## config.mk

```make
export PLATFORM = sky130hd
export DESIGN_NAME = adc_conv_seq
export DESIGN_NICKNAME = d
export VERILOG_FILES = /design/src/rtl/adc_seq_pkg.sv /design/src/rtl/adc_seq_sync.sv /design/src/rtl/adc_seq_timer.sv /design/src/rtl/adc_seq_fsm.sv /design/src/rtl/adc_seq_warp_mon.sv /design/src/rtl/adc_conv_seq.sv
export SDC_FILE = /design/constraint.sdc
export NUM_CORES = 1
export LEC_CHECK = 0
export BUFFER_PORTS_ARGS = -buffer_cell sky130_fd_sc_hd__buf_2
export CAP_MARGIN = 20
export CORE_MARGIN = 2
export CORE_UTILIZATION = 62
export CTS_CLUSTER_SIZE = 12
export DETAILED_ROUTE_END_ITERATION = 7
export PLACE_DENSITY = 0.87
export SLEW_MARGIN = 20
export SYNTH_ARGS = -nofsm -noshare
export SYNTH_HDL_FRONTEND = slang
export SYNTH_SLANG_ARGS = --single-unit
```

## constraint.sdc

```tcl
create_clock -name clk -period 3.8 [get_ports clk]
set_input_delay 0.38 -clock clk [delete_from_list [all_inputs] [get_ports clk]]
set_output_delay 0.38 -clock clk [all_outputs]
set_load 0.05 [all_outputs]
```

## src/rtl/adc_seq_pkg.sv

```systemverilog
package adc_seq_pkg;

  typedef enum logic [1:0] {
    MD_NORMAL  = 2'd0,
    MD_WARP    = 2'd1,
    MD_IMPULSE = 2'd2
  } conv_mode_e;

  typedef enum logic [1:0] {
    ST_IDLE = 2'd0,
    ST_CONV = 2'd1,
    ST_CAL  = 2'd2,
    ST_HALT = 2'd3
  } seq_state_e;

  function automatic conv_mode_e decode_mode(input logic fast, input logic lowpow);
    if (fast && !lowpow)      return MD_WARP;
    else if (lowpow && !fast) return MD_IMPULSE;
    else                      return MD_NORMAL;
  endfunction

endpackage

```

## src/rtl/adc_seq_sync.sv

```systemverilog
module adc_seq_sync #(
  parameter int              WIDTH   = 5,
  parameter int              STAGES  = 2,
  parameter logic [WIDTH-1:0] RST_VAL = '0
) (
  input  logic             clk,
  input  logic             rst_n,
  input  logic [WIDTH-1:0] d,
  output logic [WIDTH-1:0] lvl,
  output logic [WIDTH-1:0] fall
);

  // stages 0..STAGES-1 synchronize, stage STAGES keeps the previous level
  logic [STAGES:0][WIDTH-1:0] pipe_q;
  logic [STAGES:0][WIDTH-1:0] pipe_d;

  always_comb begin
    pipe_d[0] = d;
    for (int i = 1; i <= STAGES; i++) begin
      pipe_d[i] = pipe_q[i-1];
    end
  end

  always_ff @(posedge clk or negedge rst_n) begin
    if (!rst_n) pipe_q <= {(STAGES+1){RST_VAL}};
    else        pipe_q <= pipe_d;
  end

  assign lvl  = pipe_q[STAGES-1];
  assign fall = pipe_q[STAGES] & ~pipe_q[STAGES-1];

endmodule

```

## src/rtl/adc_seq_timer.sv

```systemverilog
module adc_seq_timer #(
  parameter int CNT_W = 8
) (
  input  logic             clk,
  input  logic             rst_n,
  input  logic             clr,
  input  logic             load,
  input  logic [CNT_W-1:0] load_val,
  output logic             zero
);

  logic [CNT_W-1:0] cnt_q;
  logic [CNT_W-1:0] cnt_d;
  logic             cnt_en;

  assign zero = (cnt_q == '0);

  always_comb begin
    cnt_en = clr || load || !zero;
    cnt_d  = cnt_q;
    if (clr)        cnt_d = '0;
    else if (load)  cnt_d = load_val;
    else if (!zero) cnt_d = cnt_q - 1'b1;
  end

  always_ff @(posedge clk or negedge rst_n) begin
    if (!rst_n)      cnt_q <= '0;
    else if (cnt_en) cnt_q <= cnt_d;
  end

endmodule

```

## src/rtl/adc_seq_fsm.sv

```systemverilog
module adc_seq_fsm
  import adc_seq_pkg::*;
#(
  parameter int CONV_WARP = 298,
  parameter int CONV_NORM = 350,
  parameter int CONV_IMP  = 444,
  parameter int CAL_CYC   = 2000,
  parameter int ACQ_CYC   = 50
) (
  input  logic       clk,
  input  logic       rst_n,
  input  logic       start_fall,
  input  logic       halt_lvl,
  input  logic       halt_fall,
  input  logic       pd_lvl,
  input  conv_mode_e mode,
  output logic       start_acc,
  output logic       busy,
  output logic       hold,
  output logic       latch_stb,
  output logic       cal_active
);

  localparam int M1 = (CONV_WARP > CONV_NORM) ? CONV_WARP : CONV_NORM;
  localparam int M2 = (M1 > CONV_IMP) ? M1 : CONV_IMP;
  localparam int M3 = (M2 > CAL_CYC) ? M2 : CAL_CYC;
  localparam int M4 = (M3 > ACQ_CYC) ? M3 : ACQ_CYC;
  localparam int TW = $clog2(M4 + 1);

  localparam logic [TW-1:0] LEN_WARP = TW'(CONV_WARP - 1);
  localparam logic [TW-1:0] LEN_NORM = TW'(CONV_NORM - 1);
  localparam logic [TW-1:0] LEN_IMP  = TW'(CONV_IMP - 1);
  localparam logic [TW-1:0] LEN_CAL  = TW'(CAL_CYC - 1);
  localparam logic [TW-1:0] LEN_ACQ  = TW'(ACQ_CYC - 1);

  seq_state_e    state_q, state_d;
  logic          len_load, len_zero;
  logic [TW-1:0] len_val;
  logic          acq_load, acq_zero;

  function automatic logic [TW-1:0] conv_len(input conv_mode_e m);
    case (m)
      MD_WARP:    return LEN_WARP;
      MD_IMPULSE: return LEN_IMP;
      default:    return LEN_NORM;
    endcase
  endfunction

  always_comb begin
    state_d   = state_q;
    len_load  = 1'b0;
    len_val   = '0;
    acq_load  = 1'b0;
    start_acc = 1'b0;
    if (halt_lvl) begin
      state_d = ST_HALT;
    end else begin
      case (state_q)
        ST_IDLE: begin
          if (start_fall && !pd_lvl && acq_zero) begin
            state_d   = ST_CONV;
            start_acc = 1'b1;
            len_load  = 1'b1;
            len_val   = conv_len(mode);
          end
        end
        ST_CONV: begin
          if (len_zero) begin
            state_d  = ST_IDLE;
            acq_load = 1'b1;
          end
        end
        ST_CAL: begin
          if (len_zero) begin
            state_d  = ST_IDLE;
            acq_load = 1'b1;
          end
        end
        ST_HALT: begin
          if (halt_fall) begin
            state_d  = ST_CAL;
            len_load = 1'b1;
            len_val  = LEN_CAL;
          end else begin
            state_d = ST_IDLE;
          end
        end
        default: state_d = ST_IDLE;
      endcase
    end
  end

  always_ff @(posedge clk or negedge rst_n) begin
    if (!rst_n) state_q <= ST_IDLE;
    else        state_q <= state_d;
  end

  adc_seq_timer #(.CNT_W(TW)) u_len (
    .clk      (clk),
    .rst_n    (rst_n),
    .clr      (halt_lvl),
    .load     (len_load),
    .load_val (len_val),
    .zero     (len_zero)
  );

  adc_seq_timer #(.CNT_W(TW)) u_acq (
    .clk      (clk),
    .rst_n    (rst_n),
    .clr      (halt_lvl),
    .load     (acq_load),
    .load_val (LEN_ACQ),
    .zero     (acq_zero)
  );

  assign hold       = (state_q == ST_CONV);
  assign cal_active = (state_q == ST_CAL);
  assign busy       = hold || cal_active;
  assign latch_stb  = hold && len_zero && !halt_lvl;

endmodule

```

## src/rtl/adc_seq_warp_mon.sv

```systemverilog
module adc_seq_warp_mon #(
  parameter int WARP_MAX = 200000
) (
  input  logic clk,
  input  logic rst_n,
  input  logic clr,
  input  logic start_acc,
  input  logic start_is_warp,
  output logic err
);

  localparam int CW = $clog2(WARP_MAX + 1);
  localparam logic [CW-1:0] LIM = CW'(WARP_MAX - 1);

  logic          arm_q, arm_d;
  logic [CW-1:0] cnt_q, cnt_d;
  logic          err_q, err_d;
  logic          upd_en;

  always_comb begin
    arm_d  = arm_q;
    cnt_d  = cnt_q;
    err_d  = err_q;
    upd_en = clr || start_acc || arm_q;
    if (clr) begin
      arm_d = 1'b0;
      cnt_d = '0;
      err_d = 1'b0;
    end else if (start_acc) begin
      arm_d = start_is_warp;
      cnt_d = '0;
    end else if (arm_q) begin
      if (cnt_q == LIM) begin
        err_d = 1'b1;
        arm_d = 1'b0;
      end else begin
        cnt_d = cnt_q + 1'b1;
      end
    end
  end

  always_ff @(posedge clk or negedge rst_n) begin
    if (!rst_n) begin
      arm_q <= 1'b0;
      cnt_q <= '0;
      err_q <= 1'b0;
    end else if (upd_en) begin
      arm_q <= arm_d;
      cnt_q <= cnt_d;
      err_q <= err_d;
    end
  end

  assign err = err_q;

endmodule

```

## src/rtl/adc_conv_seq.sv

```systemverilog
module adc_conv_seq
  import adc_seq_pkg::*;
#(
  parameter int RES_W       = 18,
  parameter int CONV_WARP   = 298,
  parameter int CONV_NORM   = 350,
  parameter int CONV_IMP    = 444,
  parameter int CAL_CYC     = 2000,
  parameter int ACQ_CYC     = 50,
  parameter int WARP_MAX    = 200000,
  parameter int SYNC_STAGES = 2
) (
  input  logic             clk,
  input  logic             rst_n,
  input  logic             conv_start_n,
  input  logic             cal_rst,
  input  logic             pwr_dn,
  input  logic             sel_fast,
  input  logic             sel_lowpow,
  input  logic [RES_W-1:0] res_in,
  output logic             busy,
  output logic             hold,
  output logic             latch_stb,
  output logic             cal_active,
  output logic [RES_W-1:0] result,
  output logic             warp_err
);

  localparam int NIN = 5;
  // bit order: 0 start, 1 device reset, 2 power-down, 3 fast, 4 low-power
  localparam logic [NIN-1:0] IDLE_VAL = 5'b00001;

  logic [NIN-1:0] raw_in, in_lvl, in_fall;
  logic           start_fall, halt_lvl, halt_fall, pd_lvl;
  conv_mode_e     mode;
  logic           start_acc;
  logic           sync_unused;

  assign raw_in = {sel_lowpow, sel_fast, pwr_dn, cal_rst, conv_start_n};

  adc_seq_sync #(
    .WIDTH   (NIN),
    .STAGES  (SYNC_STAGES),
    .RST_VAL (IDLE_VAL)
  ) u_sync (
    .clk   (clk),
    .rst_n (rst_n),
    .d     (raw_in),
    .lvl   (in_lvl),
    .fall  (in_fall)
  );

  assign start_fall  = in_fall[0];
  assign halt_lvl    = in_lvl[1];
  assign halt_fall   = in_fall[1];
  assign pd_lvl      = in_lvl[2];
  assign mode        = decode_mode(in_lvl[3], in_lvl[4]);
  assign sync_unused = ^{in_fall[4:2], in_lvl[0]};

  adc_seq_fsm #(
    .CONV_WARP (CONV_WARP),
    .CONV_NORM (CONV_NORM),
    .CONV_IMP  (CONV_IMP),
    .CAL_CYC   (CAL_CYC),
    .ACQ_CYC   (ACQ_CYC)
  ) u_fsm (
    .clk        (clk),
    .rst_n      (rst_n),
    .start_fall (start_fall),
    .halt_lvl   (halt_lvl),
    .halt_fall  (halt_fall),
    .pd_lvl     (pd_lvl),
    .mode       (mode),
    .start_acc  (start_acc),
    .busy       (busy),
    .hold       (hold),
    .latch_stb  (latch_stb),
    .cal_active (cal_active)
  );

  adc_seq_warp_mon #(.WARP_MAX(WARP_MAX)) u_warp (
    .clk           (clk),
    .rst_n         (rst_n),
    .clr           (halt_lvl),
    .start_acc     (start_acc),
    .start_is_warp (mode == MD_WARP),
    .err           (warp_err)
  );

  logic [RES_W-1:0] res_q, res_d;

  always_comb begin
    res_d = res_q;
    if (latch_stb) res_d = res_in;
  end

  always_ff @(posedge clk or negedge rst_n) begin
    if (!rst_n)         res_q <= '0;
    else if (latch_stb) res_q <= res_d;
  end

  assign result = res_q;

endmodule

```

==> reports/qor.txt, run 1 <==
First-pass GRT wire length: 12.7 mm
Post-CTS Setup Bufs: 0
DRC Markers: 0
Worst setup margin: 0.890 ns
Crit path DAT: 2.53 ns
Initial DRT Pass Iterations: 7
Outcome: finished clean
Die area: 6450 um2
EDFF count, synth: 0
Storage cell area: 1860 um2
GPL Wtd Cong: 0.854
Overall Global Routing Usage: 26.1%
Maximum Capacitance Violations: 0
Leakage power: 1.87 nW
Clk buf depth: 2
Final period demand of the worst path: 2.91 ns
Syn_area_per_cell: 10.8 um2
ANT nets after route: 0
Vias in the first global route: 2678
RSZ-0062 raised after global routing: no
CP Max Fanout: 19
Period utilisation layout: 76.6%
Worst setup SP type: register
CTS tree: done
Reg clk slew, reported paths: 0.08 ns
Slew Viols, Final: 0
Worst Hold Class: input port to async pin
Multi-input combinational cell area: 1660 um2
Clock Latency Late Sink: 0.35 ns
Iteration-0 DRC Markers: 279
Die Span X: 80.3 um
Die Y-Extent: 80.3 um
Via density: 5.93
Post_cts resized: 0
Non-filler instance count after layout: 463
Least-Margin Pin Slew: 0.762 ns
Power density over cell area: 804 nW/um2
Post-synth ARST share: 100%
H-tree Lvls: 3
Setup TNS Final: 0 ns
ANT cells: 0
Power Total: 3.29 mW
Synthesized Nets: 373
TritonCTS Buffers: 9
Synth warn: 0
Main synth FF type: dfrtp_1
Max_slew headroom: 48.8%
Crit end category: output pin
Gr ovfl total: 0
Yosys cell types: 48
Final wirelength: 7.39 mm
Mapped cell area: 3610 um2
Setup CP Type: register to output pin
Initial Utilization: 64.8%
Layout cells sized above 1: 25.3%
Vias: 2745
Design Area, Final: 4100 um2
Flops & latches, synth: 74
Fmax achieved: 344 MHz
Pre-CTS setup slack: 1.49 ns
Fill cells: 373
Number of buffers added on ports: 47
Largest net degree at the start of global routing: 29
Routed length per instance: 16.0 um
Num Clock Sinks: 74
Clk root buf: clkbuf_8
Area after DPL: 3910 um2
Core ar.: 5570 um2
Post-Syn Instances: 335
FP Rows: 27
Post-synthesis sequential area ratio: 51.4%
Layout area overhead: 13.4%
# placed instances: 447
Cts hold-fix bufs: 0
Endpoints failing setup: 0
Worst R2R Path Depth: 7
DP Wirelength: 5.18 mm
Initial antenna violation count: 0
Worst EP required: 3.42 ns
Ports: 48
Fin. Hold Viols: 0
NumNets Final: 424
VDD IR-drop max: 0.692 mV
Fin Clk Skew: 0.0107 ns
synth_stat cells (3+ instances only):
cell type,count,area (um2)
o21ai_0,10,50.1
o2111ai_1,3,26.3
a21oi_1,24,120
xor2_1,15,131
and3_1,4,25.0
nand4_1,9,56.3
clkbuf_1,3,11.3
o211ai_1,3,22.5
mux2_2,18,203
ha_1,13,163
nand2_1,19,71.3
xnor2_1,7,61.3
nand2b_1,8,50.1
nor2_1,32,120
nand3_1,14,70.1
nor4_1,3,18.8
buf_2,6,30.0
dfstp_2,3,78.8
or3_1,4,25.0
dfrtp_1,71,1780
nor3_1,10,50.1
or4_1,4,30.0
inv_1,13,48.8
mux2i_1,4,40.0
through the flow:
stage / hold WS, ns / util, %
finish: 0.0367 / 73.5
global route: 0.100 / 73.5
CTS: 0.0450 / 73.5
detailed placement: 0.336 / 70.1
global placement: 0.332 / 70.1
floorplan: 0.0844 / -
routing by layer:
layer | GRT usage (%) | vias up | routed length [um]
met2 | 42.5 | 99 | 3670
met3 | 4.83 | 18 | 420
met4 | 10.5 | 0 | 126
met1 | 34.7 | 1335 | 3180
met5 | 0 | - | 0
li1 | - | 1293 | -
registers in the layout, summed over array words and instances, names as in the netlist:
| signal | flops |
|---|---|
| result | 18 |
| u_fsm.state_q | 2 |
| u_fsm.u_acq.cnt_q | 11 |
| u_fsm.u_len.cnt_q | 11 |
| u_sync.lvl | 5 |
| u_sync.pipe_d | 5 |
| u_sync.pipe_q | 2 |
| u_warp.arm_q | 1 |
| u_warp.cnt_q | 18 |
| u_warp.err | 1 |
where the power goes:
| group | leakage (nW) | internal (mW) | switching [mW] |
|---|---|---|---|
| sequential | 0.938 | 1.00 | 0.179 |
| combinational | 0.844 | 0.521 | 1.03 |
| clock | 0.0891 | 0.260 | 0.303 |
| total | 1.87 | 1.78 | 1.51 |
cell type report:
cell class | instances | share of cell area [%]
clock inverter | 6 | 1.22
sequential | 74 | 45.3
timing repair buffer | 50 | 6.29
tap | 72 | 2.20
inverter | 13 | 1.19
multi-input combinational | 238 | 40.4
clock buffer | 10 | 3.36
cells by family (layout without fill, tap and decap cells):
family	Yosys count	after routing	share of synthesized area, %
AO/OA/AOI/OAI	53	53	9.35
multiplexers	22	22	6.72
adder cells (fa/ha/maj)	13	13	4.50
XOR/XNOR	22	22	5.33
buffers and inverters	23	79	2.81
flip-flops	74	74	51.4
AND/OR/NAND/NOR	128	128	19.9
cell usage in the layout (no fill, tap or decap), types with 9 or more instances in the layout:
cell / Yosys / final
a21oi_1: 24 / 24
nand4_1: 9 / 9
xor2_1: 15 / 15
o21ai_0: 10 / 10
mux2_2: 18 / 18
nand3_1: 14 / 14
dfrtp_1: 71 / 71
buf_2: 6 / 47
nor3_1: 10 / 10
inv_1: 13 / 13
ha_1: 13 / 13
nor2_1: 32 / 32
clkbuf_8: 0 / 10
nand2_1: 19 / 19
final timing paths:
check | from | to | slack [ns]
max | u_fsm.u_len.cnt_q[0] | latch_stb | 0.89
min | rst_n | result[17] | 0.04
max reg2reg | u_fsm.u_len.cnt_q[0] | u_fsm.state_q[1] | 1.46
min reg2reg | u_sync.pipe_d[6] | u_sync.lvl[1] | 0.35
max in group asynchronous | rst_n | u_warp.cnt_q[2] | 3.02
min in group clk | conv_start_n | u_sync.pipe_d[5] | 0.13
worst max-delay path, stage by stage, from the launching register on:
cell,delay [ns]
dfrtp_1,0.42
inv_1,0.12
ha_1,0.15
nor4b_1,0.45
nand3_1,0.28
nor2_2,0.22
nand2_4,0.19
inv_1,0.09
buf_2,0.26
No activity file was read; power rests on OpenSTA's default activity.
==> inputs of run 2 (changes only) <==
CORE_UTILIZATION = 57   (was 62)
PLACE_DENSITY = 0.81   (was 0.87)
clock period = 3 ns   (was 3.8 ns; I/O delays follow)
==> run 2 against run 1 <==
  * Sequential power up 26%
  * Routed wire length down 7.2%
  * Non-clock buffer count unchanged
  * Critical path type unchanged
  * Sequential share of layout area down 0.63 points
  * Worst hold slack worse by 0.020 ns
  * Largest power group unchanged
  * Largest cell class unchanged
  * Flip-flop and latch count unchanged
==> reports/qor.txt, run 2 (synthesized netlist as in run 1, its figures left out) <==
Outcome: finished clean
RSZ-0062 raised after global routing: no
H-tree Lvls: 3 (unchanged)
Core ar.: 6240 um2 (+12%)
R2r setup slk: 0.75 ns (-0.71 ns)
Initial antenna violation count: 0 (unchanged)
Die area: 6990 um2 (+8.3%)
Fin Clk Skew: 0.0108 ns (+0.0000860 ns)
TritonCTS Buffers: 9 (unchanged)
Clock Latency Late Sink: 0.34 ns (about the same)
CP endpoint: latch_stb
Worst setup SP type: register
Overall Global Routing Usage: 21.4% (-4.7 points)
Routed length per instance: 14.7 um (-8.2%)
First-pass GRT wire length: 12.0 mm (-5.5%)
Die Span X: 83.6 um (+4.1%)
Number of buffers added on ports: 47 (unchanged)
DP Wirelength: 4.94 mm (-4.6%)
ANT cells: 0 (unchanged)
GPL Wtd Cong: 0.856 (+0.27%)
Fmax achieved: 367 MHz
Buf/Inv on CP: 3 (unchanged)
Multi-input combinational cell area: 1660 um2 (unchanged)
Pre-CTS setup slack: 0.680 ns (-0.806 ns)
Vias: 2622 (-4.5%)
Layout cells sized above 1: 25.3% (unchanged)
Worst EP required: 2.70 ns (-0.72 ns)
Final wirelength: 6.86 mm (-7.2%)
Num Clock Sinks: 74 (unchanged)
Worst path max stage delay: 0.43 ns (-0.02 ns)
Most frequent cells in the layout: 71 x dfrtp_1, 47 x buf_2, 32 x nor2_1
Clk buf depth: 2 (unchanged)
CP Launch Point: u_fsm.u_len.cnt_q[0]
Gr ovfl total: 0 (unchanged)
Final period demand of the worst path: 2.73 ns
Setup CP Type: register to output pin
CP top delay family: simple AND/OR/NAND/NOR gates
Clk root buf: clkbuf_8
Least-Margin Pin Slew: 0.756 ns (-0.00555 ns)
Post_cts resized: 0 (unchanged)
Die Y-Extent: 83.6 um (+4.1%)
Iteration-0 DRC Markers: 223 (-20%)
Leakage power: 1.89 nW (+1.3%)
FP Rows: 29 (+7.4%)
Vias in the first global route: 2647 (-1.2%)
Worst R2R Start: u_fsm.state_q[0]
DRC Markers: 0 (unchanged)
Critical path depth: 8 (unchanged)
Reg-to-Reg End: u_warp.cnt_q[4]
Fin. Hold Viols: 0 (unchanged)
Initial Utilization: 57.9% (-6.9 points)
Maximum Capacitance Violations: 0 (unchanged)
Layout area overhead: 15.0%
CP Max Fanout: 19 (unchanged)
Fill cells: 499 (+34%)
Post-CTS Setup Bufs: 0 (unchanged)
Commonest non-fill, non-tap cell in the layout: dfrtp_1
NumNets Final: 424 (unchanged)
ANT nets after route: 0 (unchanged)
Crit end category: output pin
Slew Viols, Final: 0 (unchanged)
Endpoints failing setup: 0 (unchanged)
Critical path's slowest cell: dfrtp_1
CTS tree: done
Period utilisation layout: 90.8%
Worst setup margin: 0.275 ns (-0.615 ns)
Worst Hold Class: input port to async pin
Worst-path cell chain: inv_1 -> ha_1 -> nor4b_1 -> nand3_1 -> nor2_2 -> nand2_4 -> inv_1 -> buf_2
VDD IR-drop max: 0.778 mV (+12%)
Crit path DAT: 2.43 ns (-0.10 ns)
Reg clk slew, reported paths: 0.08 ns (about the same)
Cell mode on critical path: inv_1
Worst R2R Path Depth: 7 (unchanged)
Cts hold-fix bufs: 0 (unchanged)
Power density over cell area: 1030 nW/um2 (+28%)
Ports: 48 (unchanged)
Largest net degree at the start of global routing: 43 (+48%)
Storage cell area: 1860 um2 (unchanged)
Max_slew headroom: 49.6% (+0.76 points)
Via density: 5.60 (-5.5%)
Initial DRT Pass Iterations: 4 (-3)
Setup TNS Final: 0 ns (unchanged)
-- run 2: cell count changes in the layout (fill, tap and decap cells not counted), sizes merged --
cell    delta
clkinv     -2
bufinv     +2
-- run 2: worst reg2reg max path, stage by stage, from the launching register on --
cell	delay, ns
dfrtp_1	0.38
inv_1	0.10
ha_1	0.22
and4bb_2	0.26
nand4_1	0.19
nand2b_1	0.37
or4_1	0.61
nand2_1	0.07
-- run 2: power breakdown --
group          internal, mW  total, mW  switching [mW]  leakage [nW]
clock                 0.492      0.861           0.369         0.109
sequential             1.27       1.49           0.222         0.938
combinational         0.659       1.91            1.26         0.848
total                  2.42       4.27            1.85          1.89
-- run 2: metrics by stage --
| stage | total power, mW | cell area, um2 | utilization [%] | cells | hold slack, ns |
|---|---|---|---|---|---|
| after floorplan | 3.02 | 3610 | - | 335 | 0.00441 |
| after global placement | 3.37 | 3930 | 62.9 | 452 | 0.332 |
| after detailed placement | 3.42 | 3930 | 62.9 | 452 | 0.340 |
| after CTS | 4.29 | 4150 | 66.5 | 468 | 0.0358 |
| after global routing | 4.54 | 4150 | 66.5 | 468 | 0.0319 |
| final | 4.27 | 4150 | 66.5 | 468 | 0.0165 |
-- run 2: layer usage --
metal  global-route usage (%)  wire, um  vias up
met3                     3.86       348        9
met1                     28.7      3070     1253
met2                     34.0      3330       72
met5                        0         0        -
li1                         -         -     1288
met4                     9.82       120        0
-- run 2: worst min path at each step --
| stage | endpoint | slack [ns] |
|---|---|---|
| 3_3_place_gp | u_sync.lvl[4] | 0.33 |
| 3_5_place_dp | u_sync.lvl[4] | 0.34 |
| 5_1_grt | u_sync.pipe_d[5] | 0.03 |
| 2_1_floorplan | result[0] | 0.004 |
| 4_1_cts | u_fsm.u_len.cnt_q[7] | 0.04 |
| 6_report | u_fsm.u_len.cnt_q[7] | 0.02 |
-- run 2: final cells by class --
type,count,area share [%]
repair buffers,50,6.51
clock buffers,10,3.31
inverters,13,1.18
well taps,77,2.32
multi-input cells,238,39.9
clock inverters,6,2.14
flip-flops and latches,74,44.7
